<file path="config.mk">
export PLATFORM = sky130hd
export DESIGN_NAME = mcr_top
export DESIGN_NICKNAME = d
export VERILOG_FILES = /design/src/rtl/mcr_pkg.sv /design/src/rtl/mcr_mode_fsm.sv /design/src/rtl/mcr_cop_bits.sv /design/src/rtl/mcr_trap_gate.sv /design/src/rtl/mcr_dtab.sv /design/src/rtl/mcr_top.sv
export SDC_FILE = /design/constraint.sdc
export NUM_CORES = 1
export LEC_CHECK = 0
export BUFFER_PORTS_ARGS = -buffer_cell sky130_fd_sc_hd__buf_2
export CAP_MARGIN = 10
export CORE_MARGIN = 1.5
export CORE_UTILIZATION = 29
export DETAILED_ROUTE_END_ITERATION = 8
export GPL_ROUTABILITY_DRIVEN = 0
export PLACE_DENSITY = 0.64
export SYNTH_ARGS = -nofsm -noshare
export SYNTH_HDL_FRONTEND = slang
export SYNTH_SLANG_ARGS = --single-unit
</file>
<file path="constraint.sdc">
create_clock -name clk -period 2.75 [get_ports clk]
set_input_delay 0.55 -clock clk [delete_from_list [all_inputs] [get_ports clk]]
set_output_delay 0.55 -clock clk [all_outputs]
set_load 0.05 [all_outputs]
</file>
<file path="src/rtl/mcr_pkg.sv">
package mcr_pkg;
    localparam int CR_W       = 32;
    localparam int B_PROT     = 0;
    localparam int B_MONITOR  = 1;
    localparam int B_EMULATE  = 2;
    localparam int B_TSWITCH  = 3;
    localparam int B_EXTTYPE  = 4;
    localparam int B_NUMERR   = 5;
    localparam int B_WPROT    = 16;
    localparam int B_PAGING   = 31;

    typedef enum logic [1:0] {
        MODE_REAL  = 2'd0,
        MODE_PROT  = 2'd1,
        MODE_PAGED = 2'd2
    } mode_e;

    typedef struct packed {
        logic mon;
        logic emu;
        logic tsw;
        logic ext;
        logic nerr;
        logic wprot;
    } cop_bits_t;
endpackage

</file>
<file path="src/rtl/mcr_mode_fsm.sv">
module mcr_mode_fsm
    import mcr_pkg::*;
(
    input  logic clk,
    input  logic rst_n,
    input  logic wr_en,
    input  logic wr_pe,
    input  logic wr_pg,
    output logic prot_on,
    output logic page_on,
    output logic gp_pulse
);
    mode_e state_q, state_d;
    logic  wr_legal;

    assign wr_legal = !(wr_pg && !wr_pe);

    always_ff @(posedge clk) begin
        if (!rst_n) state_q <= MODE_REAL;
        else        state_q <= state_d;
    end

    always_comb begin
        state_d = state_q;
        if (wr_en && wr_legal) begin
            unique case ({wr_pg, wr_pe})
                2'b00:   state_d = MODE_REAL;
                2'b01:   state_d = MODE_PROT;
                2'b11:   state_d = MODE_PAGED;
                default: state_d = state_q;
            endcase
        end
    end

    always_comb begin
        prot_on = 1'b0;
        page_on = 1'b0;
        unique case (state_q)
            MODE_REAL:  begin prot_on = 1'b0; page_on = 1'b0; end
            MODE_PROT:  begin prot_on = 1'b1; page_on = 1'b0; end
            MODE_PAGED: begin prot_on = 1'b1; page_on = 1'b1; end
            default:    begin prot_on = 1'b0; page_on = 1'b0; end
        endcase
    end

    always_ff @(posedge clk) begin
        if (!rst_n) gp_pulse <= 1'b0;
        else        gp_pulse <= wr_en && !wr_legal;
    end
endmodule

</file>
<file path="src/rtl/mcr_cop_bits.sv">
module mcr_cop_bits
    import mcr_pkg::*;
(
    input  logic            clk,
    input  logic            rst_n,
    input  logic            type_strap,
    input  logic            wr_ok,
    input  logic [CR_W-1:0] wr_data,
    input  logic            task_sw,
    output cop_bits_t       bits
);
    cop_bits_t bits_q;

    always_ff @(posedge clk) begin
        if (!rst_n) begin
            bits_q     <= '0;
            bits_q.ext <= type_strap;
        end else if (wr_ok) begin
            bits_q.mon   <= wr_data[B_MONITOR];
            bits_q.emu   <= wr_data[B_EMULATE];
            bits_q.tsw   <= wr_data[B_TSWITCH] | task_sw;
            bits_q.nerr  <= wr_data[B_NUMERR];
            bits_q.wprot <= wr_data[B_WPROT];
        end else if (task_sw) begin
            bits_q.tsw <= 1'b1;
        end
    end

    assign bits = bits_q;
endmodule

</file>
<file path="src/rtl/mcr_trap_gate.sv">
module mcr_trap_gate
    import mcr_pkg::*;
(
    input  cop_bits_t bits,
    input  logic      fp_insn,
    input  logic      wait_insn,
    output logic      dna,
    output logic      proto32
);
    logic fp_trap, wait_trap;

    always_comb begin
        fp_trap   = fp_insn && (bits.emu || bits.tsw);
        wait_trap = wait_insn && bits.mon && bits.tsw;
        dna       = fp_trap || wait_trap;
        proto32   = bits.ext && !bits.emu;
    end
endmodule

</file>
<file path="src/rtl/mcr_dtab.sv">
module mcr_dtab #(
    parameter int BASE_W = 32,
    parameter int LIM_W  = 16
) (
    input  logic                    clk,
    input  logic                    rst_n,
    input  logic                    ld,
    input  logic [BASE_W+LIM_W-1:0] wdata,
    output logic [BASE_W+LIM_W-1:0] value
);
    localparam logic [BASE_W+LIM_W-1:0] RST_VAL = {{BASE_W{1'b0}}, {LIM_W{1'b1}}};

    always_ff @(posedge clk) begin
        if (!rst_n)  value <= RST_VAL;
        else if (ld) value <= wdata;
    end
endmodule

</file>
<file path="src/rtl/mcr_top.sv">
module mcr_top
    import mcr_pkg::*;
#(
    parameter int NUM_DT = 2,
    parameter int BASE_W = 32,
    parameter int LIM_W  = 16
) (
    input  logic                              clk,
    input  logic                              rst_n,
    input  logic                              cop_type_strap,
    input  logic                              cr_wr_en,
    input  logic [31:0]                       cr_wr_data,
    input  logic                              task_sw,
    input  logic                              fp_insn,
    input  logic                              wait_insn,
    output logic [31:0]                       cr_rd_data,
    output logic                              gp_fault,
    output logic                              dna_fault,
    output logic                              ext_proto32,
    input  logic [NUM_DT-1:0]                 dt_ld,
    input  logic [BASE_W+LIM_W-1:0]           dt_wdata,
    output logic [NUM_DT*(BASE_W+LIM_W)-1:0]  dt_value
);
    localparam int DT_W = BASE_W + LIM_W;

    logic      pe, pg, wr_ok;
    cop_bits_t cb;

    assign wr_ok = cr_wr_en && !(cr_wr_data[B_PAGING] && !cr_wr_data[B_PROT]);

    mcr_mode_fsm u_mode (
        .clk      (clk),
        .rst_n    (rst_n),
        .wr_en    (cr_wr_en),
        .wr_pe    (cr_wr_data[B_PROT]),
        .wr_pg    (cr_wr_data[B_PAGING]),
        .prot_on  (pe),
        .page_on  (pg),
        .gp_pulse (gp_fault)
    );

    mcr_cop_bits u_bits (
        .clk        (clk),
        .rst_n      (rst_n),
        .type_strap (cop_type_strap),
        .wr_ok      (wr_ok),
        .wr_data    (cr_wr_data),
        .task_sw    (task_sw),
        .bits       (cb)
    );

    mcr_trap_gate u_gate (
        .bits      (cb),
        .fp_insn   (fp_insn),
        .wait_insn (wait_insn),
        .dna       (dna_fault),
        .proto32   (ext_proto32)
    );

    always_comb begin
        cr_rd_data            = '0;
        cr_rd_data[B_PROT]    = pe;
        cr_rd_data[B_MONITOR] = cb.mon;
        cr_rd_data[B_EMULATE] = cb.emu;
        cr_rd_data[B_TSWITCH] = cb.tsw;
        cr_rd_data[B_EXTTYPE] = cb.ext;
        cr_rd_data[B_NUMERR]  = cb.nerr;
        cr_rd_data[B_WPROT]   = cb.wprot;
        cr_rd_data[B_PAGING]  = pg;
    end

    for (genvar k = 0; k < NUM_DT; k++) begin : g_dt
        mcr_dtab #(.BASE_W(BASE_W), .LIM_W(LIM_W)) u_dt (
            .clk   (clk),
            .rst_n (rst_n),
            .ld    (dt_ld[k]),
            .wdata (dt_wdata),
            .value (dt_value[k*DT_W +: DT_W])
        );
    end
endmodule

</file>
==> impl_metrics.tcl, run 1 <==
set metrics [dict create \
    yosysMostFrequentCell "dfxtp_1" \
    synthFlopType "dfxtp_1" \
    power.switching_w 0.00117 \
    path_clk_slew_ns 0.06 \
    routed.top_layer "met4" \
    synth_top_area_share_pct 51.9 \
    dp_hpwl_um 6440 \
    ys_ff_latch 105 \
    synth-edff-count 1 \
    yosysSeqAreaShare_pct 52.6 \
    grt_setup_unrepaired "no" \
    finClkSkew_ns 0 \
    slowest_stage "dfxtp_1" \
    setup_viol 0 \
    postCtsHoldBufs 0 \
    final_max_slew_viol_count 0 \
    min_path_cells 1 \
    postLayoutCellArea_um2 5110 \
    synthArstFlopShare_pct 0 \
    reg2reg_depth 2 \
    die_y_um 121 \
    cp_max_fo 2 \
    nets 629 \
    placedCellCount 704 \
    p_leak_nw 2.63 \
    dp_worst_setup_slack_ns 1.08 \
    tightest_slew_ns 0.666 \
    drt_iter0_markers 124 \
    holdPathEnd "u_bits.bits[2]$_DFFE_PN_" \
    synth.area.top_cells "dfxtp_1 52%, mux2i_1 24%, nor2_1 6.2%" \
    overflow 0 \
    fin_ws_ns 0.900 \
    wl_per_cell_um 12.7 \
    track_usage_pct 12.6 \
    p_sw_share_pct 32.3 \
    status "completed" \
    ir_drop_mv 0.244 \
    yosys_warnings 0 \
    worst_path_dominant_cell_family "buffers and inverters" \
    clock.fmax_mhz 541 \
    port_buffers 170 \
    core_um2 13400 \
    syn_area_um2 4010 \
    timing.final.crit_share_pct 67.3 \
    final_hold_viol_count 0 \
    grt_max_degree 49 \
    crit_top_cell "inv_1" \
    grt_pass1_vias 2952 \
    cts_tree "built" \
    cts-root-buf "clkbuf_16" \
    first_pass_iters 4 \
    met3_length_um 707 \
    drt-met1-wl_um 4060 \
    period_needed_ns 1.85 \
    cts_buffers 9 \
    num_rows 42 \
    power.share.clock_pct 32.8 \
    seqPwrFrac_pct 45.9 \
    n_antenna_cell 0 \
    final_cells 720 \
    syn_to_final_growth_pct 27.3 \
    regToRegSetupSlack_ns 2.06 \
    avgSynthCellArea_um2 10.5 \
    min_from "cop_type_strap" \
    boundaryPins 220 \
    comb_power_share_pct 21.3 \
    internal_power_w 0.00245 \
    hold_slack_ns 0.387 \
    regToRegEndpoint "u_bits.bits[4]$_SDFFE_PN0P_" \
    ctsResizeCount 0 \
    grt_first_pass_wirelength_um 14300 \
    ys_top_cells_by_count "104 x dfxtp_1, 96 x mux2i_1, 66 x nor2_1, 32 x nand2_1, 30 x buf_4" \
    start_util_pct 30.0 \
    syn_inst 381 \
    insertion_delay_ns 0.34 \
    synth.distinct_cells 23 \
    drt_wl_total_um 9150 \
    die-area_um2 14600 \
    vias 3095 \
    antenna_found_initial 0 \
    dr_wl_met2_um 4190 \
    htree_levels 3 \
    fin_setup_tns_ns 0 \
    layout-drive-gt1-share_pct 34.7 \
    ant_nets 0 \
    nFillCells 1351 \
    pwr_density_cell_nw_per_um2 708 \
    required_ns 2.20 \
    path_cells "inv_1, ha_1, inv_1, buf_2" \
    crit_buf_inv 3 \
    cp_data_arrival_time_ns 1.30 \
    drv_cap 0 \
    drc_errors 0 \
    cp-start-kind "flop" \
    clkSinkCount 105 \
    die_w_um 121 \
    cts_buffer_depth 2 \
    r2r-start "u_bits.bits[4]$_SDFFE_PN0P_" \
    via_per_inst 4.30 \
    cts_setup_buffers 0 \
    placed_area_um2 4830 \
    cp_slowest_stage_delay_ns 0.33 \
    max_slew_margin_pct 55.5 \
    hold_path.class "input port to flop" \
    cp-end-kind "output port" \
    synth_largest_area_cell "dfxtp_1" \
    crit_type "flop to output port" \
]
==> cell usage in the layout, fill, tap and decap left out, drive strengths merged <==
master	synthesis	layout
nand2b	1	1
dfxtp	104	104
clkinv	0	2
nor3	1	1
a21oi	9	9
nand3	4	4
nand2	32	32
edfxtp	1	1
nor2	66	66
clkbuf	3	12
conb	1	24
a31oi	1	1
buf	47	174
inv	4	5
mux2i	96	96
nor2b	2	2
nand3b	1	1
o21ai	7	7
clkinvlp	0	1
ha	1	1
==> power by group through the flow <==
stage          clock (W)  combinational, W  sequential, W
2_1_floorplan          0          0.000321        0.00200
3_3_place_gp           0          0.000766        0.00169
3_5_place_dp           0          0.000777        0.00169
4_1_cts          0.00123          0.000778        0.00166
5_1_grt          0.00129          0.000817        0.00167
6_report         0.00119          0.000772        0.00166
==> logic make-up (layout without fill, tap and decap cells) <==
| logic type | count (synthesis) | count (layout) | share of synthesized area [%] |
|---|---|---|---|
| flip-flops | 105 | 105 | 52.6 |
| adder cells (fa/ha/maj) | 1 | 1 | 0.312 |
| other | 1 | 24 | 0.0934 |
| AO/OA/AOI/OAI | 17 | 17 | 2.15 |
| AND/OR/NAND/NOR | 107 | 107 | 10.4 |
| multiplexers | 96 | 96 | 23.9 |
| buffers and inverters | 54 | 194 | 10.4 |
==> sequential cells by signal, indices dropped and copies added, names as in the netlist <==
register         count
u_bits.bits          6
u_mode.gp_pulse      1
g_dt.u_dt.value     96
u_mode.state_q       2
==> routing by layer <==
| layer | track usage, % | vias up |
|---|---|---|
| met5 | 0 | - |
| met4 | 5.07 | 0 |
| met3 | 4.62 | 14 |
| met2 | 20.6 | 128 |
| met1 | 14.9 | 1427 |
| li1 | - | 1526 |
==> worst max path at each step <==
stage | from | endpoint | slack [ns] | cells past startpoint
6_report | u_mode.state_q[0]$_SDFFE_PN0P_ | cr_rd_data[0] | 0.90 | 4
5_1_grt | u_mode.state_q[0]$_SDFFE_PN0P_ | cr_rd_data[0] | 0.84 | 4
4_1_cts | u_mode.state_q[0]$_SDFFE_PN0P_ | cr_rd_data[0] | 0.88 | 4
3_5_place_dp | rst_n | g_dt[1].u_dt.value[33]$_SDFFE_PN0P_ | 1.08 | 4
3_3_place_gp | rst_n | u_mode.gp_pulse$_SDFF_PN0_ | 1.14 | 4
2_1_floorplan | u_bits.bits[4]$_SDFFE_PN0P_ | dna_fault | 0.77 | 2
==> metrics by stage <==
stage          util, %  total power [W]
6_report          38.1          0.00362
4_1_cts           38.1          0.00367
5_1_grt           38.1          0.00378
3_5_place_dp      36.1          0.00247
3_3_place_gp      36.1          0.00246
2_1_floorplan        -          0.00232
==> area by class of cell <==
type | count | area [µm²] | share of cell area (%)
Clock inverter | 4 | 27.5 | 0.539
Tap cell | 176 | 220 | 4.31
Sequential cell | 105 | 2110 | 41.3
Clock buffer | 12 | 246 | 4.82
Timing Repair Buffer | 174 | 918 | 18.0
Inverter | 4 | 15.0 | 0.294
Multi-Input combinational cell | 245 | 1570 | 30.7
Power figures use the tool's default switching activity.
==> inputs of run 2 (changes only) <==
PLACE_DENSITY = 0.66   (was 0.64)
clock period = 1.63 ns   (was 2.75 ns; I/O delays follow)
==> run 2 against run 1 <==
Cell area rose by 1.3%. Register-to-register slack got worse by 1.2 ns. Combinational power rose by 70%. Largest power group unchanged. Sequential power rose by 69%. Global-route usage fell by 0.053 points. Highest routed layer unchanged. First-iteration DRC count fell by 15%. Critical path type unchanged. Final cell count did not move. Clock power rose by 97%. Largest cell class unchanged.
==> impl_metrics.tcl, run 2 (synthesis gave the netlist of run 1 again) <==
set metrics [dict create \
    status "completed" \
    num_rows 42 \
    reg2reg_depth 2 \
    timing.final.crit_share_pct 94.6 \
    period_needed_ns 1.54 \
    setup_viol 0 \
    cp-end-kind "output port" \
    layout-drive-gt1-share_pct 35.3 \
    postCtsHoldBufs 0 \
    power_w 0.00645 \
    regToRegEndpoint "u_bits.bits[4]$_SDFFE_PN0P_" \
    top_register "g_dt.u_dt.value" \
    clock.fmax_mhz 648 \
    cts_buffer_depth 2 \
    htree_levels 3 \
    min_path_cells 1 \
    antenna_found_initial 0 \
    drt_wl_total_um 9060 \
    die-area_um2 14600 \
    insertion_delay_ns 0.34 \
    cp_slowest_stage_delay_ns 0.43 \
    p_leak_nw 2.65 \
    fin_ws_ns 0.0878 \
    final_cells 720 \
    crit_type "flop to output port" \
    p_sw_share_pct 30.5 \
    cts_setup_buffers 0 \
    postLayoutCellArea_um2 5180 \
    worst_path_dominant_cell_family "flip-flops" \
    holdPathEnd "u_bits.bits[2]$_DFFE_PN_" \
    seqPwrFrac_pct 43.4 \
    drc_errors 0 \
    clkSinkCount 105 \
    crit_buf_inv 1 \
    cts-root-buf "clkbuf_16" \
    r2r-start "u_bits.bits[4]$_SDFFE_PN0P_" \
    die_y_um 121 \
    largest_reg_flops 96 \
    n_antenna_cell 0 \
    dp_worst_setup_slack_ns 0.377 \
    cp-start-kind "flop" \
    internal_power_w 0.00448 \
    vias 3078 \
    ir_drop_mv 0.542 \
    die_w_um 121 \
    comb_power_share_pct 20.3 \
    syn_to_final_growth_pct 29.0 \
    start_util_pct 30.0 \
    power.share.clock_pct 36.3 \
    min_from "cop_type_strap" \
    startpoint "u_bits.bits[4]$_SDFFE_PN0P_" \
    placed_area_um2 4840 \
    grt_first_pass_wirelength_um 14300 \
    via_per_inst 4.28 \
    grt_max_degree 73 \
    layout.cells.most_common "buf_2" \
    overflow 0 \
    cp_max_fo 4 \
    dp_hpwl_um 6350 \
    hold_path.class "input port to flop" \
    track_usage_pct 12.5 \
    drv_cap 0 \
    regToRegSetupSlack_ns 0.85 \
    wl_per_cell_um 12.6 \
    placedCellCount 704 \
    required_ns 1.30 \
    power.switching_w 0.00196 \
    cts_buffers 9 \
    boundaryPins 220 \
    grt_pass1_vias 2960 \
    first_pass_iters 4 \
    path_clk_slew_ns 0.07 \
    layout_common_cells "169 x buf_2, 104 x dfxtp_1, 96 x mux2i_1, 65 x nor2_1, 32 x nand2_1" \
    cts_tree "built" \
    nets 629 \
    path_cells "a21oi_1, nor2_2, buf_2" \
    pwr_density_cell_nw_per_um2 1250 \
    ant_nets 0 \
    finClkSkew_ns 0 \
    final_max_slew_viol_count 0 \
    core_um2 13400 \
    cp_data_arrival_time_ns 1.22 \
    final_hold_viol_count 0 \
    port_buffers 170 \
    drt_iter0_markers 106 \
    slowest_stage "dfxtp_1" \
]
## run 2: cell type report
class | instances | area (µm²)
Clock inverter | 4 | 75.1
Timing Repair Buffer | 174 | 925
Sequential cell | 105 | 2110
Inverter | 4 | 15.0
Clock buffer | 12 | 256
Multi-Input combinational cell | 245 | 1570
Fill cell | 1355 | 8220
Tap cell | 176 | 220
## run 2: power groups by stage
stage | clock [W] | sequential (W) | combinational, W
floorplan | 0 | 0.00338 | 0.000544
global placement | 0 | 0.00285 | 0.00129
detailed placement | 0 | 0.00286 | 0.00131
CTS | 0.00242 | 0.00280 | 0.00132
global route | 0.00253 | 0.00282 | 0.00139
finish | 0.00234 | 0.00280 | 0.00131
## run 2: worst max path at each step
stage                          to  depth (start not counted)  slack [ns]
detailed placement  cr_rd_data[0]                          4        0.38
global placement    cr_rd_data[0]                          4        0.37
floorplan               dna_fault                          2        0.06
CTS                 cr_rd_data[0]                          4       0.003
global route        cr_rd_data[0]                          4      -0.005
finish                  dna_fault                          3        0.09
## run 2: what timing repair did
item                                    4_1_cts  5_1_grt
resized for setup                             0        3
endpoints found under the setup margin        0        1
hold endpoints to repair                      0        0
## run 2: per-layer routing
metal	global-route usage, %	routed length [µm]	vias to the layer above
li1	-	-	1521
met1	15.2	4010	1394
met2	20.1	4030	153
met3	4.25	866	10
met4	5.66	154	0
met5	0	0	-
## run 2: metrics by stage
stage / hold slack (ns) / TNS (ns) / utilization (%)
after global placement: 0.446 / 0 / 36.1
after detailed placement: 0.454 / 0 / 36.1
after floorplan: 0.425 / 0 / -
final: 0.190 / 0 / 38.6
after global routing: 0.177 / -0.00455 / 38.6
after CTS: 0.173 / 0 / 38.6
